$ cat src/rtl/pwr_wake_pkg.sv
package pwr_wake_pkg;

  // Sequencer states, in the order a sleep/wake cycle visits them.
  typedef enum logic [2:0] {
    PS_RUN        = 3'd0,
    PS_STOPPING   = 3'd1,
    PS_ASLEEP     = 3'd2,
    PS_OSC_START  = 3'd3,
    PS_PLL_SETTLE = 3'd4,
    PS_WAKE_IRQ   = 3'd5
  } pstate_e;

  // Wakeup source index positions.
  localparam int unsigned SRC_USB   = 0;
  localparam int unsigned SRC_WAKE  = 1;
  localparam int unsigned SRC_WAKE2 = 2;
  localparam int unsigned NUM_SRC   = 3;

endpackage

$ cat src/rtl/pwr_wake_sync.sv
// Per-source synchronizer plus rising-edge detector, with an enable mask.
// SYNC_STAGES must be 2 or more.
module pwr_wake_sync #(
  parameter int unsigned NUM_SRC     = 3,
  parameter int unsigned SYNC_STAGES = 2
) (
  input  logic               clk_i,
  input  logic               rst_ni,
  input  logic [NUM_SRC-1:0] src_i,
  input  logic [NUM_SRC-1:0] en_i,
  output logic [NUM_SRC-1:0] edge_o
);

  for (genvar g = 0; g < NUM_SRC; g++) begin : g_src
    logic [SYNC_STAGES-1:0] shreg;
    logic                   last_q;

    always_ff @(posedge clk_i or negedge rst_ni) begin
      if (!rst_ni) begin
        shreg  <= '0;
        last_q <= 1'b0;
      end else begin
        shreg  <= {shreg[SYNC_STAGES-2:0], src_i[g]};
        last_q <= shreg[SYNC_STAGES-1];
      end
    end

    assign edge_o[g] = shreg[SYNC_STAGES-1] & ~last_q & en_i[g];

    AST_EDGE_SINGLE_CYCLE: assert property (@(posedge clk_i) disable iff (!rst_ni)
      edge_o[g] |=> !edge_o[g]);
  end

endmodule

$ cat src/rtl/pwr_settle_timer.sv
// Loadable down-counter used for both the oscillator-start and the PLL-settle wait.
module pwr_settle_timer #(
  parameter int unsigned CNT_W = 8
) (
  input  logic             clk_i,
  input  logic             rst_ni,
  input  logic             load_i,
  input  logic [CNT_W-1:0] load_val_i,
  output logic             done_o
);

  logic [CNT_W-1:0] cnt_q;

  always_ff @(posedge clk_i or negedge rst_ni) begin
    if (!rst_ni) begin
      cnt_q <= '0;
    end else if (load_i) begin
      cnt_q <= load_val_i;
    end else if (cnt_q != '0) begin
      cnt_q <= cnt_q - 1'b1;
    end
  end

  assign done_o = (cnt_q == '0);

  AST_TIMER_HOLDS_ZERO: assert property (@(posedge clk_i) disable iff (!rst_ni)
    (done_o && !load_i) |=> done_o);

endmodule

$ cat src/rtl/pwr_seq_fsm.sv
// Power state machine, power-down bit and clock/enable decode.
module pwr_seq_fsm
  import pwr_wake_pkg::*;
#(
  parameter int unsigned CNT_W      = 8,
  parameter int unsigned OSC_CYC    = 16,
  parameter int unsigned SETTLE_CYC = 64
) (
  input  logic             clk_i,
  input  logic             rst_ni,
  input  logic             pd_wr_i,
  input  logic             pd_wdata_i,
  input  logic             wake_any_i,
  input  logic             pll_lock_i,
  input  logic             tmr_done_i,
  output logic             tmr_load_o,
  output logic [CNT_W-1:0] tmr_val_o,
  output logic             pd_bit_o,
  output logic             osc_en_o,
  output logic             pll_en_o,
  output logic             cpu_clk_en_o,
  output logic             wake_irq_o
);

  localparam logic [CNT_W-1:0] OSC_LOAD    = CNT_W'(OSC_CYC - 1);
  localparam logic [CNT_W-1:0] SETTLE_LOAD = CNT_W'(SETTLE_CYC - 1);

  pstate_e state_q, state_d;
  logic    pd_q;

  always_comb begin
    state_d    = state_q;
    tmr_load_o = 1'b0;
    tmr_val_o  = OSC_LOAD;
    unique case (state_q)
      PS_RUN:       if (pd_q) state_d = PS_STOPPING;
      PS_STOPPING:  state_d = PS_ASLEEP;
      PS_ASLEEP: begin
        if (wake_any_i) begin
          state_d    = PS_OSC_START;
          tmr_load_o = 1'b1;
          tmr_val_o  = OSC_LOAD;
        end
      end
      PS_OSC_START: begin
        if (tmr_done_i) begin
          state_d    = PS_PLL_SETTLE;
          tmr_load_o = 1'b1;
          tmr_val_o  = SETTLE_LOAD;
        end
      end
      PS_PLL_SETTLE: if (tmr_done_i && pll_lock_i) state_d = PS_WAKE_IRQ;
      PS_WAKE_IRQ:  state_d = PS_RUN;
      default:      state_d = PS_RUN;
    endcase
  end

  always_ff @(posedge clk_i or negedge rst_ni) begin
    if (!rst_ni) begin
      state_q <= PS_RUN;
    end else begin
      state_q <= state_d;
    end
  end

  // Software writes land only while the CPU is clocked; the bit clears on wakeup.
  always_ff @(posedge clk_i or negedge rst_ni) begin
    if (!rst_ni) begin
      pd_q <= 1'b0;
    end else if (state_q == PS_WAKE_IRQ) begin
      pd_q <= 1'b0;
    end else if (state_q == PS_RUN && pd_wr_i) begin
      pd_q <= pd_wdata_i;
    end
  end

  always_comb begin
    osc_en_o     = 1'b1;
    pll_en_o     = 1'b1;
    cpu_clk_en_o = 1'b0;
    wake_irq_o   = 1'b0;
    unique case (state_q)
      PS_RUN:        cpu_clk_en_o = 1'b1;
      PS_STOPPING:   ;
      PS_ASLEEP: begin
        osc_en_o = 1'b0;
        pll_en_o = 1'b0;
      end
      PS_OSC_START:  pll_en_o = 1'b0;
      PS_PLL_SETTLE: ;
      PS_WAKE_IRQ: begin
        cpu_clk_en_o = 1'b1;
        wake_irq_o   = 1'b1;
      end
      default:       cpu_clk_en_o = 1'b1;
    endcase
  end

  assign pd_bit_o = pd_q;

  AST_IRQ_ONE_CYCLE: assert property (@(posedge clk_i) disable iff (!rst_ni)
    wake_irq_o |=> (!wake_irq_o && cpu_clk_en_o));
  AST_IRQ_AFTER_LOCK: assert property (@(posedge clk_i) disable iff (!rst_ni)
    $rose(wake_irq_o) |-> ($past(pll_lock_i) && $past(pll_en_o) && !$past(cpu_clk_en_o)));
  AST_PD_CLEARED: assert property (@(posedge clk_i) disable iff (!rst_ni)
    wake_irq_o |=> !pd_bit_o);
  AST_OSC_BEFORE_PLL: assert property (@(posedge clk_i) disable iff (!rst_ni)
    $rose(pll_en_o) |-> $past(osc_en_o));
  AST_STAY_ASLEEP: assert property (@(posedge clk_i) disable iff (!rst_ni)
    (!osc_en_o && !wake_any_i) |=> !osc_en_o);
  AST_GATE_BEFORE_STOP: assert property (@(posedge clk_i) disable iff (!rst_ni)
    $fell(osc_en_o) |-> (!$past(cpu_clk_en_o) && $past(pd_bit_o)));
  AST_NO_CLK_WITHOUT_PLL: assert property (@(posedge clk_i) disable iff (!rst_ni)
    !pll_en_o |-> !cpu_clk_en_o);

endmodule

$ cat src/rtl/pwr_wake_seq.sv
// Top: power-down entry and wakeup sequencing.
module pwr_wake_seq
  import pwr_wake_pkg::*;
#(
  parameter int unsigned SYNC_STAGES = 2,
  parameter int unsigned OSC_CYC     = 64,
  parameter int unsigned SETTLE_CYC  = 2400
) (
  input  logic clk_i,
  input  logic rst_ni,
  input  logic pd_wr_i,
  input  logic pd_wdata_i,
  output logic pd_bit_o,
  input  logic usb_resume_i,
  input  logic wake_pin_i,
  input  logic wake2_pin_i,
  input  logic wake2_gpio_i,
  input  logic pll_lock_i,
  output logic osc_en_o,
  output logic pll_en_o,
  output logic cpu_clk_en_o,
  output logic wake_irq_o
);

  localparam int unsigned MAX_CYC = (OSC_CYC > SETTLE_CYC) ? OSC_CYC : SETTLE_CYC;
  localparam int unsigned CNT_W   = $clog2(MAX_CYC + 1);

  logic [NUM_SRC-1:0] src_raw, src_en, src_edge;
  logic               wake_any;
  logic               tmr_load, tmr_done;
  logic [CNT_W-1:0]   tmr_val;

  always_comb begin
    src_raw            = '0;
    src_raw[SRC_USB]   = usb_resume_i;
    src_raw[SRC_WAKE]  = wake_pin_i;
    src_raw[SRC_WAKE2] = wake2_pin_i;
    src_en             = '1;
    src_en[SRC_WAKE2]  = ~wake2_gpio_i;
  end

  pwr_wake_sync #(
    .NUM_SRC    (NUM_SRC),
    .SYNC_STAGES(SYNC_STAGES)
  ) u_sync (
    .clk_i (clk_i),
    .rst_ni(rst_ni),
    .src_i (src_raw),
    .en_i  (src_en),
    .edge_o(src_edge)
  );

  assign wake_any = |src_edge;

  pwr_settle_timer #(
    .CNT_W(CNT_W)
  ) u_timer (
    .clk_i     (clk_i),
    .rst_ni    (rst_ni),
    .load_i    (tmr_load),
    .load_val_i(tmr_val),
    .done_o    (tmr_done)
  );

  pwr_seq_fsm #(
    .CNT_W     (CNT_W),
    .OSC_CYC   (OSC_CYC),
    .SETTLE_CYC(SETTLE_CYC)
  ) u_fsm (
    .clk_i       (clk_i),
    .rst_ni      (rst_ni),
    .pd_wr_i     (pd_wr_i),
    .pd_wdata_i  (pd_wdata_i),
    .wake_any_i  (wake_any),
    .pll_lock_i  (pll_lock_i),
    .tmr_done_i  (tmr_done),
    .tmr_load_o  (tmr_load),
    .tmr_val_o   (tmr_val),
    .pd_bit_o    (pd_bit_o),
    .osc_en_o    (osc_en_o),
    .pll_en_o    (pll_en_o),
    .cpu_clk_en_o(cpu_clk_en_o),
    .wake_irq_o  (wake_irq_o)
  );

  AST_GPIO_PIN_MASKED: assert property (@(posedge clk_i) disable iff (!rst_ni)
    wake2_gpio_i |-> !src_edge[SRC_WAKE2]);

endmodule

$ cat config.mk
export PLATFORM = sky130hd
export DESIGN_NAME = pwr_wake_seq
export DESIGN_NICKNAME = d
export VERILOG_FILES = /design/src/rtl/pwr_wake_pkg.sv /design/src/rtl/pwr_wake_sync.sv /design/src/rtl/pwr_settle_timer.sv /design/src/rtl/pwr_seq_fsm.sv /design/src/rtl/pwr_wake_seq.sv
export SDC_FILE = /design/constraint.sdc
export NUM_CORES = 1
export LEC_CHECK = 0
export BUFFER_PORTS_ARGS = -buffer_cell sky130_fd_sc_hd__buf_2
export CORE_MARGIN = 1
export CORE_UTILIZATION = 60
export DETAILED_ROUTE_END_ITERATION = 8
export PLACE_DENSITY = 0.83
export SYNTH_ARGS = -nofsm -noshare
export SYNTH_HDL_FRONTEND = slang
export SYNTH_SLANG_ARGS = --single-unit
$ cat constraint.sdc
create_clock -name clk_i -period 4.6 [get_ports clk_i]
set_clock_uncertainty 0.15 [all_clocks]
set_input_delay 0.46 -clock clk_i [delete_from_list [all_inputs] [get_ports clk_i]]
set_output_delay 0.46 -clock clk_i [all_outputs]
set_load 0.005 [all_outputs]
==> results.json <==
{
  "instances_no_fill": 150,
  "vias": 894,
  "finalSetupViolations": 0,
  "antenna_cells": 0,
  "dp.cells": 145,
  "required_ns": 4.72,
  "nets": 137,
  "cap_violations": 0,
  "ys_warn_count": 0,
  "r2r-end": "u_timer.cnt_q[3]",
  "cts_tree": "built",
  "viasPerCell": 5.96,
  "io_buffers": 13,
  "rsz0062_at_grt": "no",
  "grt_max_degree": 26,
  "cp.arrival_ns": 2.48,
  "r2r_slack_ns": 2.24,
  "wl_per_cell_um": 14.0,
  "rows": 15,
  "top_layer_used": "met4",
  "clock_latency_ns": 0.32,
  "tns_ns": 0,
  "wl_met1_um": 968,
  "die_h_um": 46.1,
  "finalCriticalPeriod_ns": 2.36,
  "grt-ovfl-total": 0,
  "start_util_pct": 65.5,
  "cp_max_fo": 9,
  "end_kind": "flop",
  "p_per_area_nw_per_um2": 499,
  "grt_pass1_vias": 775,
  "synth_cells": 111,
  "ant_nets": 0,
  "setup.worst_path.end": "u_timer.cnt_q[3]",
  "antenna_found_initial": 0,
  "met3_wirelength_um": 74,
  "root_buffer": "clkbuf_4",
  "reg2reg_from": "u_timer.cnt_q[6]",
  "worstSetupStartpointType": "flop",
  "drt_iter0_markers": 16,
  "final_max_slew_viol_count": 0,
  "synth.net_count": 122,
  "ys.flop_type": "dfrtp_1",
  "wl_met2_um": 1050,
  "fin_crit_sh_pct": 51.3,
  "areaGrowthSynthToFinish_pct": 10.4,
  "run_status": "finished clean",
  "core_area_um2": 1780,
  "seq_area_frac_synth_pct": 53.5,
  "grt_pass1_wl_um": 3280,
  "grt.total_usage_pct": 22.1,
  "synth_edf_count": 0,
  "ys_types": 32,
  "critPathKind": "flop to flop",
  "place_congestion": 0.805,
  "p_leak_nw": 0.550,
  "drive_gt1_share_pct": 16.8,
  "hold_viol_final": 0,
  "clk_pin_slew_worst_paths_ns": 0.14,
  "dieArea_um2": 2130,
  "drt_wl_total_um": 2100,
  "cts_htree_levels": 1,
  "hold_class": "input port to flop",
  "final_cell_mix": "dfrtp_1 (25), buf_2 (13), a21oi_1 (8), nor3_1 (7)",
  "ir_worst_vdd_uv": 288,
  "layout_commonest_cell": "dfrtp_1",
  "slew_headroom_pct": 63.3,
  "cts_buffers": 3,
  "synth-seq-cells": 25,
  "top_level_ports": 14,
  "drtPass1Iterations": 4,
  "ys_async_sr_fraction_pct": 100,
  "syn_avg_cell_area_um2": 10.5,
  "cp-startpoint": "u_timer.cnt_q[6]",
  "fp.dieW_um": 46.1,
  "synthesis.area_um2": 1170,
  "r2r_cells": 4,
  "fmax_mhz": 423,
  "clkSinkCount": 25,
  "clockBufferDepth": 2,
  "tightest_slew_ns": 0.546,
  "postCtsResizedCells": 0,
  "drc_errors": 0,
  "hpwlAfterDp_um": 1520
}
-- worst min path at each step --
stage	end	slack, ns	start	cells past startpoint
after detailed placement	u_sync.g_src[0].shreg[1]	0.19	u_sync.g_src[0].shreg[0]	0
after global placement	u_sync.g_src[2].shreg[1]	0.18	u_sync.g_src[2].shreg[0]	0
after global routing	u_sync.g_src[2].shreg[0]	0.05	wake2_pin_i	1
after floorplan	u_fsm.pd_bit_o	0.01	rst_ni	0
final	u_sync.g_src[0].shreg[0]	0.08	usb_resume_i	1
after CTS	u_sync.g_src[2].shreg[0]	0.08	wake2_pin_i	1
-- routing by layer --
metal | GRT usage, % | up-vias
met4 | 10.0 | 0
met2 | 33.5 | 22
met3 | 6.27 | 2
met1 | 29.4 | 434
li1 | - | 436
met5 | 0 | -
-- power by group --
group          total (mW)  internal, mW  switching (mW)
Sequential          0.330         0.271          0.0590
Clock               0.104        0.0354          0.0682
Combinational       0.210         0.104           0.107
-- logic make-up (layout without fill, tap and decap cells) --
group | after synthesis | after routing | synth area share [%]
adders and majority gates | 2 | 2 | 2.14
and+or+nand+nor | 45 | 45 | 22.9
buffers and inverters | 9 | 23 | 3.00
xor gates and xnor gates | 6 | 6 | 4.50
muxes | 1 | 1 | 0.857
DFF | 25 | 25 | 53.5
AOI/OAI and AO/OA | 23 | 23 | 13.1
-- synthesized netlist by cell type (all sizes together), types with 2 or more instances --
library cell	instances	share of area (%)
nor3b	2	1.3
nand2	3	0.96
o31ai	4	2.6
clkbuf	4	1.4
ha	2	2.1
nor3	7	3.0
o21ai	4	1.7
dfrtp	25	54
nor4	5	2.7
or3	5	2.7
nor2b	4	2.1
xnor2	6	4.5
a21oi	8	3.4
inv	5	1.6
or4	4	2.9
a211o	2	1.5
nor2	6	1.9
nand2b	3	1.6
-- worst max-delay path: stages (launching register included) --
cell,delay (ns)
dfrtp_1,0.44
nor4_1,0.44
nand4_1,0.45
a211oi_2,0.63
or3b_2,0.21
-- cell type report --
type,count,area [um2]
clock inverters,1,8.76
well taps,25,31.3
inverters,5,18.8
fillers,141,493
multi-input cells,77,508
clock buffers,3,22.5
repair buffers,14,75.1
flip-flops and latches,25,626
-- flip-flops by register name (all words and copies together), names as in the netlist --
name / flops
u_fsm.state_q: 3
u_sync.g_src.shreg: 6
u_sync.g_src.last_q: 3
u_timer.cnt_q: 12
u_fsm.pd_bit_o: 1
-- per-stage QoR --
step	utilization (%)	setup slack (ns)	hold slack (ns)	cell area (um2)	power (mW)
detailed placement	70.0	2.28	0.192	1250	0.541
finish	72.4	2.24	0.0821	1290	0.644
floorplan	-	2.54	0.0144	1170	0.489
global route	72.4	2.07	0.0511	1290	0.695
global placement	70.0	2.37	0.183	1250	0.533
CTS	72.4	2.25	0.0756	1290	0.644
-- timing repair --
item / CTS / global route
endpoints found under the hold margin: 25 / 0
buffers inserted: 0 / 0
hold buffers: 1 / 0
(Power assumes the default switching activity.)
